### config.mk
export PLATFORM = sky130hd
export DESIGN_NAME = wp_bp_qual
export DESIGN_NICKNAME = d
export VERILOG_FILES = /design/src/rtl/wbq_pkg.sv /design/src/rtl/wbq_qualify.sv /design/src/rtl/wbq_occ_counter.sv /design/src/rtl/wbq_ext_merge.sv /design/src/rtl/wp_bp_qual.sv
export SDC_FILE = /design/constraint.sdc
export NUM_CORES = 1
export LEC_CHECK = 0
export ABC_CLOCK_PERIOD_IN_PS = 5480
export BUFFER_PORTS_ARGS = -buffer_cell sky130_fd_sc_hd__buf_2
export CORE_ASPECT_RATIO = 1.4
export CORE_UTILIZATION = 45
export DETAILED_ROUTE_END_ITERATION = 16
export PLACE_DENSITY_LB_ADDON = 0.2
export SLEW_MARGIN = 40
export SYNTH_ARGS = -nofsm -noshare
export SYNTH_HDL_FRONTEND = slang
export SYNTH_HIERARCHICAL = 1
export SYNTH_SLANG_ARGS = --single-unit
### constraint.sdc
create_clock -name clk -period 5.48 [get_ports clk]
set_input_delay 0.822 -clock clk [delete_from_list [all_inputs] [get_ports clk]]
set_output_delay 0.822 -clock clk [all_outputs]
set_load 0.01 [all_outputs]
### src/rtl/wbq_pkg.sv
package wbq_pkg;
  localparam int unsigned WBQ_CHANNELS = 4;
  localparam int unsigned WBQ_COUNTED  = 2;
  localparam int unsigned WBQ_CNT_W    = 16;

  typedef enum logic {
    GATE_MASKED = 1'b0,
    GATE_OPEN   = 1'b1
  } gate_mode_e;
endpackage

### src/rtl/wbq_qualify.sv
module wbq_qualify
  import wbq_pkg::*;
(
  input  logic hit,
  input  logic sw_en,
  input  logic dp_en,
  input  logic nomask,
  input  logic restartable,
  output logic qual
);
  gate_mode_e mode;
  logic       armed;
  logic       pass;

  always_comb begin
    mode  = nomask ? GATE_OPEN : GATE_MASKED;
    armed = sw_en | dp_en;
    pass  = (mode == GATE_OPEN) | restartable;
    qual  = hit & armed & pass;
  end
endmodule

### src/rtl/wbq_occ_counter.sv
module wbq_occ_counter #(
  parameter int unsigned CNT_W = 16
) (
  input  logic             clk,
  input  logic             rst_n,
  input  logic             qual,
  input  logic             load,
  input  logic [CNT_W-1:0] load_val,
  output logic             fire
);
  logic [CNT_W-1:0] preset_q;
  logic [CNT_W-1:0] count_q;
  logic             last_one;

  assign last_one = (count_q <= CNT_W'(1));
  assign fire     = qual & ~load & last_one;

  always_ff @(posedge clk or negedge rst_n) begin
    if (!rst_n) begin
      preset_q <= '0;
      count_q  <= '0;
    end else if (load) begin
      preset_q <= load_val;
      count_q  <= load_val;
    end else if (qual) begin
      count_q  <= last_one ? preset_q : count_q - CNT_W'(1);
    end
  end

  // no qualifying match and no load -> count frozen
  p_count_hold_r7: assert property (@(posedge clk) disable iff (!rst_n)
    (!qual && !load) |=> $stable(count_q));

  // load takes the written value
  p_load_value_r10: assert property (@(posedge clk) disable iff (!rst_n)
    load |=> (count_q == $past(load_val) && preset_q == $past(load_val)));

  // firing reloads the preset
  p_fire_reload_r6: assert property (@(posedge clk) disable iff (!rst_n)
    fire |=> (count_q == preset_q));
endmodule

### src/rtl/wbq_ext_merge.sv
module wbq_ext_merge (
  input  logic mask_req,
  input  logic nmi_req,
  input  logic restartable,
  output logic take
);
  assign take = nmi_req | (mask_req & restartable);
endmodule

### src/rtl/wp_bp_qual.sv
module wp_bp_qual
  import wbq_pkg::*;
#(
  parameter int unsigned NUM_WP  = WBQ_CHANNELS,
  parameter int unsigned NUM_CNT = WBQ_COUNTED,
  parameter int unsigned CNT_W   = WBQ_CNT_W
) (
  input  logic                     clk,
  input  logic                     rst_n,
  input  logic [NUM_WP-1:0]        wp_hit,
  input  logic [NUM_WP-1:0]        sw_trap_en,
  input  logic [NUM_WP-1:0]        dp_trap_en,
  input  logic [NUM_WP-1:0]        nomask_en,
  input  logic                     restartable,
  input  logic [NUM_CNT-1:0]       preset_wr,
  input  logic [NUM_CNT*CNT_W-1:0] preset_val,
  input  logic                     ext_mask_req,
  input  logic                     ext_nmi_req,
  output logic [NUM_WP-1:0]        wp_pins,
  output logic [NUM_WP-1:0]        bp_pulse,
  output logic                     ext_bp,
  output logic                     bp_req
);
  logic [NUM_WP-1:0] qual_vec;
  logic [NUM_WP-1:0] fire_vec;
  logic              ext_take;

  for (genvar i = 0; i < NUM_WP; i++) begin : g_chan
    wbq_qualify u_qual (
      .hit         (wp_hit[i]),
      .sw_en       (sw_trap_en[i]),
      .dp_en       (dp_trap_en[i]),
      .nomask      (nomask_en[i]),
      .restartable (restartable),
      .qual        (qual_vec[i])
    );

    if (i < NUM_CNT) begin : g_counted
      wbq_occ_counter #(.CNT_W(CNT_W)) u_cnt (
        .clk      (clk),
        .rst_n    (rst_n),
        .qual     (qual_vec[i]),
        .load     (preset_wr[i]),
        .load_val (preset_val[i*CNT_W +: CNT_W]),
        .fire     (fire_vec[i])
      );
    end else begin : g_direct
      assign fire_vec[i] = qual_vec[i];
    end

    // breakpoint only from an armed channel
    p_armed_r2: assert property (@(posedge clk) disable iff (!rst_n)
      bp_pulse[i] |-> $past(sw_trap_en[i] | dp_trap_en[i]));

    // masked channel fires only when restartable
    p_mask_gate_r3: assert property (@(posedge clk) disable iff (!rst_n)
      bp_pulse[i] |-> $past(nomask_en[i] | restartable));

    // raw pins follow the match one cycle later
    p_wp_pass_r1: assert property (@(posedge clk) disable iff (!rst_n)
      $past(wp_hit[i]) |-> wp_pins[i]);
  end

  wbq_ext_merge u_ext (
    .mask_req    (ext_mask_req),
    .nmi_req     (ext_nmi_req),
    .restartable (restartable),
    .take        (ext_take)
  );

  always_ff @(posedge clk or negedge rst_n) begin
    if (!rst_n) begin
      wp_pins  <= '0;
      bp_pulse <= '0;
      ext_bp   <= 1'b0;
      bp_req   <= 1'b0;
    end else begin
      wp_pins  <= wp_hit;
      bp_pulse <= fire_vec;
      ext_bp   <= ext_take;
      bp_req   <= (|fire_vec) | ext_take;
    end
  end

  // non-maskable external request is always taken
  p_ext_nmi_r11: assert property (@(posedge clk) disable iff (!rst_n)
    $past(ext_nmi_req) |-> ext_bp);

  // a maskable-only request needs restartable
  p_ext_mask_r11: assert property (@(posedge clk) disable iff (!rst_n)
    (ext_bp && !$past(ext_nmi_req)) |-> $past(restartable && ext_mask_req));

  // combined line needs some source in the previous cycle
  p_req_source_r12: assert property (@(posedge clk) disable iff (!rst_n)
    bp_req |-> $past((|wp_hit) | ext_mask_req | ext_nmi_req));
endmodule

Word-level counts from Yosys, hierarchy flattened
Cells that the tools add are included.

word-level totals
  bits in registers = 74
  input bits = 55
  output and inout bits = 10
  word-level logic and storage cells = 50

cells by class
  add/subtract/negate cells = 2
  $lt $le $gt $ge = 2
  mux-type cells = 10
  bitwise gates (word level) = 25
  reductions and logical operators = 3

operators with widths
  cell                                                             number
  2-to-1 mux 16 bit                                                6
  less-or-equal comparator 16 x 1 -> 1 bit, second input constant  2
  subtractor 16 x 1 -> 16 bit, second input constant               2
  bitwise AND 1 bit                                                13
  OR 1 bit                                                         10
  2-to-1 mux 1 bit                                                 4
  nonzero test 2 bit                                               2
  OR reduction 4 bit                                               1
  inverter 1 bit                                                   2

Depth between registers and ports, before layout
  depth in word-level cells = 7
  gate-level depth with buffers = 8
  depth with buffers taken out = 7

Modules after synthesis
Netlist, hierarchy kept.

modules (own cells, without submodules)
  module                                        times used  cells each  area each (um^2)  seq. area each (um^2)
  wbq_occ_counter at g_chan[1].g_counted.u_cnt  1           163         1820.5            800.8
  wbq_occ_counter at g_chan[0].g_counted.u_cnt  1           165         1783.0            800.8
  wp_bp_qual                                    1           13          262.8             250.2
  wbq_qualify                                   4           1           11.3              0.0
  wbq_ext_merge                                 1           1           7.5               0.0

Worst setup path before layout
Ideal clock, no wire load.

  kind = input to register
  from = input dp_trap_en[0]
  to = register g_chan[0].g_counted.u_cnt.count_q[11]
  library setup time = 0.083 ns
  data arrival time = 1.905 ns
  data required time = 5.397 ns
  slack = 3.492 ns
  stages = 6
  buffers on the path = 1
  path through = o221a_1 -> nor2_1 -> clkbuf_1 -> a22o_1 -> a31oi_1 -> o21ai_0

on the way
  word-level cells in the longest chain between the ends = 4

ends and longest elaborated chain
  element                         line                   RTL
  start: declaration              wp_bp_qual.sv:12       input logic [NUM_WP-1:0] dp_trap_en,
  OR 1 bit                        wbq_qualify.sv:17      armed = sw_en | dp_en;
  bitwise AND 1 bit (2 in a row)  wbq_qualify.sv:19      qual = hit & armed & pass;
  nonzero test 2 bit (no line)    -
  end signal: assignment          wbq_occ_counter.sv:24  count_q <= load_val;
  end signal: assignment          wbq_occ_counter.sv:26  count_q <= last_one ? preset_q : count_q - CNT_W'(1);
  end: declaration                wbq_occ_counter.sv:12  logic [CNT_W-1:0] count_q;

No other way between the ends.
A chain may end at the register's enable or synchronous reset.

Worst setup path after layout
  from = register g_chan[1].g_counted.u_cnt.count_q[4]
  to = register g_chan[1].g_counted.u_cnt.count_q[12]

on the way
  word-level cells in the longest chain between the ends = 4
  elaborated cells between the ends (all ways) = 5
  those cells by class = add/sub: 1; order compare: 1; mux: 3

ends and longest elaborated chain
  element                                                                                         line                                          RTL
  start: declaration                                                                              wbq_occ_counter.sv:12
  start signal: assignment                                                                        wbq_occ_counter.sv:24
  start signal: assignment                                                                        wbq_occ_counter.sv:26
  subtractor 16 x 1 -> 16 bit / less-or-equal comparator 16 x 1 -> 1 bit (equally long branches)  wbq_occ_counter.sv:26, wbq_occ_counter.sv:15
  2-to-1 mux 16 bit (*)                                                                           wbq_occ_counter.sv:26
  2-to-1 mux 16 bit (*)                                                                           wbq_occ_counter.sv:25                         end else if (qual) begin
  2-to-1 mux 16 bit (*)                                                                           wbq_occ_counter.sv:22                         end else if (load) begin

Mark *: on every way between the ends. The rest lies on a longest branch, timed or not. The select of a mux whose other input is x is not followed.

==> results.txt <==
For this run, the total global-route usage over all layers was measured as 21.0%. The flow ran to the end, and the final reports show no timing, DRC or antenna violations. Of all cell types, the one taking the most synthesized area is sky130_fd_sc_hd__dfrtp_1. Summed over all nets, the switching power comes to 0.000384 W. The I/O pin count was 65; the sequential share of power was 47.2%. The routed wire length per instance works out to 17.3 um.

The standard cell core area came out at 0.00830 sq mm. Once detail routing completed, the nets flagged for antenna violations numbered 0. The synthesized area per cell is 11.3 sq um. The detailed-router iteration count before antenna repair is 4. For this run the aggregate overflow at the end of global routing stands at 0. The number of hold buffers added after CTS was 0. After legalization and detailed placement, the total HPWL measured 6160 um.

The global-route wire length before repair is 14500 um. At the worst endpoint, the required time is 5.69 ns. Cell depth of the worst flop-to-flop path: 4. The tools report the maximum number of pins on one net before global-route repair as 75.

The post-synthesis to final-layout area growth works out to 16.0%. Of the total power, the clock network draws 36.5%. The final setup TNS is 0 ns. Once the floorplan was initialized, standard cells occupied 47.2% of the core.

In the synthesized netlist, the cells that appear most often are sky130_fd_sc_hd__dfrtp_1 (74), sky130_fd_sc_hd__mux2_2 (29), sky130_fd_sc_hd__nor2_1 (20). The number of global-route vias before repair came out at 3089. The die width was 80.9 um.

Per report_power, the combinational group accounts for 16.3% of the total. The run gives 0.00141 W as the power consumption. The max-slew violation total from the final report came out at 0. The fraction of layout cells with a size suffix above 1 works out to 30.0%. Setup repair after global routing left no endpoint under its margin. The tools report the worst setup path startpoint as g_chan[1].g_counted.u_cnt/count_q[4]. The clock transition time at the flip-flop clock pins of the worst setup and hold paths is 0.05 ns. The area enclosed by the die boundary came out at 0.00909 sq mm. Yosys mapped a number of flops with a built-in enable equal to 0. The register bit total from synthesis was 74. The die is 112 um tall. STA classifies the critical path endpoint as a flip-flop. The net count after synthesis is 405. Capture point of the worst reg-to-reg path: g_chan[1].g_counted.u_cnt/count_q[12].

The worst setup path is of the reg -> reg kind. Using the TritonRoute via totals, the vias-per-cell ratio works out to 5.96. The area fraction of the dominant cell type after synthesis is 47.3%, and the final critical delay including setup and external delays is 2.28 ns.

At the pin with the least slew margin, the transition time is 0.750 ns. The tool flagged a number of max-cap violations equal to 0. The maximum level of the CTS H-tree was 3.

Data arrives at the worst endpoint at 2.48 ns. The final count of negative-setup-slack endpoints was 0. The detailed router placed 3029 vias in this run. The final layout contains routed wiring with a total length of 8790 um. TritonCTS built the clock tree. Clock tree synthesis selected as its root buffer the cell sky130_fd_sc_hd__clkbuf_16. The mapped netlist covers 0.00392 sq mm.

Weighted congestion at the end of routability-driven global placement: 0.837. For hold timing, the worst endpoint is g_chan[0].g_counted.u_cnt/preset_q[15]. For the hold violation total from the final report, the log shows 0. The DRC violation count after routing is 0. Headroom to the max-slew limit came out at 50.0%. Based on the critical path, the design can be clocked at up to 439 MHz. The buffer count from post-CTS setup fixing is 0, and the synthesis warning total is 6. The largest driver fanout on the critical path works out to 10.

Most frequently used flop master after synthesis: sky130_fd_sc_hd__dfrtp_1. Yosys attributes the largest share of cell area to sky130_fd_sc_hd__dfrtp_1 (47%), sky130_fd_sc_hd__mux2_2 (8.3%), sky130_fd_sc_hd__a22o_1 (4.0%). Net switching is 27.3% of the power.

The number of different library cells used by synthesis comes to 50. The tightest min-delay check is of the reg -> reg type. The tools report the beginning of the worst register-to-register path as g_chan[1].g_counted.u_cnt/count_q[4]. After synthesis, the share of flip-flops with an asynchronous set or reset is 100%.

Startpoint of the most critical hold path: g_chan[0].g_counted.u_cnt/preset_q[15]. The number of cells on the worst hold path works out to 1. The number of antenna diodes in the final layout is 0.

The worst path uses 41.6% of the clock period. The number of DRC markers after the initial detailed-route iteration was 140; the peak supply drop was 218 uV. Synthesis handed over a netlist of 346 instances.

STA classifies the critical path startpoint as a flip-flop. For this design the ratio of total power to cell area is 310 mW/mm^2. The most common cell in the synthesized netlist was sky130_fd_sc_hd__dfrtp_1. Maximum count of clock buffers along a single path: 2. At the later pin of the worst-skew pair, clock insertion delay measures 0.33 ns. The internal reg-to-reg setup slack was 3.20 ns. The internal power of the cells totals 0.00103 W.

Clock tree synthesis inserted a total of 9 buffers. The sequential share of the synthesized area came out at 47.3%. In this run, post-CTS repair resized a total of 0 instances. The initial antenna violation count is 0, and the count of input and output buffers is 64.

Between clock sinks in the finished design, the worst skew comes to 0.00222 ns. The CTS sink count was 74. At the end of the flow, the number of nets in the layout was 462.

The logs give 1.92 nW for the leakage power and 39 for the row count.
cell type report:
cell class / instances / area, sq um
fillers: 741 / 3750
multi-input cells: 245 / 1950
flip-flops and latches: 74 / 1850
repair buffers: 65 / 334
clock buffers: 14 / 254
well taps: 102 / 128
inverters: 8 / 30.0
routing by layer:
metal	part of all wire, %	vias to the layer above	GRT usage (%)
met2	54	56	36.6
met3	2.5	22	3.09
met1	41	1515	23.4
li1	-	1436	-
met4	3.2	0	12.6
met5	0	-	0
layout by cell type (no fill, tap or decap), types with 5 or more instances in the layout:
cell type                   count
sky130_fd_sc_hd__a31oi_1       13
sky130_fd_sc_hd__xnor2_1       15
sky130_fd_sc_hd__a22o_1        18
sky130_fd_sc_hd__nor4_4         5
sky130_fd_sc_hd__xor2_1        10
sky130_fd_sc_hd__o211ai_1       6
sky130_fd_sc_hd__nor3_1        13
sky130_fd_sc_hd__mux2_2        29
sky130_fd_sc_hd__nand2_1       13
sky130_fd_sc_hd__dfrtp_1       74
sky130_fd_sc_hd__nand4_1       11
sky130_fd_sc_hd__a221o_1        7
sky130_fd_sc_hd__a22oi_1       10
sky130_fd_sc_hd__nor2_1        18
sky130_fd_sc_hd__o21ai_0       15
sky130_fd_sc_hd__buf_2         63
sky130_fd_sc_hd__clkbuf_16      9
sky130_fd_sc_hd__inv_1          8
critical path: stages (launching register included):
cell and delay [ns]:
sky130_fd_sc_hd__dfrtp_1 0.48, sky130_fd_sc_hd__nor4_4 0.59, sky130_fd_sc_hd__and4b_1 0.57, sky130_fd_sc_hd__a21oi_4 0.17, sky130_fd_sc_hd__a221o_1 0.33
stage by stage:
stage	hold WS (ns)	cells	instance area, sq um	setup slack, ns	utilization (%)
6_report	0.504	508	4550	3.20	54.8
5_1_grt	0.515	508	4550	3.06	54.8
4_1_cts	0.508	507	4540	2.99	54.7
3_5_place_dp	0.494	493	4290	2.85	51.7
3_3_place_gp	0.473	493	4270	2.60	51.4
2_1_floorplan	0.463	346	3920	3.49	-
cell families after synthesis:
family,after synthesis,share of synthesized area (%)
simple gates,95,15.9
compound gates,89,17.5
flops,74,47.3
mux,32,9.10
buf+inv,27,3.42
xor+xnor,25,5.59
fa+ha+maj,4,1.28
registers in the layout, indices dropped and copies added, names as in the netlist:
| register | flops |
|---|---|
| g_chan.g_counted.u_cnt/count_q | 32 |
| wp_pins | 4 |
| bp_pulse | 4 |
| g_chan.g_counted.u_cnt/preset_q | 32 |
| ext_bp | 1 |
| bp_req | 1 |
how the worst max path moves through the flow:
stage | to
after floorplan | g_chan[0].g_counted.u_cnt/count_q[11]
after global placement | g_chan[0].g_counted.u_cnt/count_q[11]
after detailed placement | g_chan[0].g_counted.u_cnt/count_q[12]
after CTS | g_chan[0].g_counted.u_cnt/count_q[6]
after global routing | g_chan[0].g_counted.u_cnt/count_q[7]
final | g_chan[1].g_counted.u_cnt/count_q[12]
power groups by stage:
stage               registers, W  logic (W)  clock network, W
finish                  0.000666   0.000229          0.000515
global route            0.000674   0.000254          0.000558
CTS                     0.000665   0.000232          0.000528
detailed placement      0.000674   0.000231                 0
global placement        0.000670   0.000222                 0
floorplan               0.000655   0.000169                 0
(Power assumes the default switching activity.)
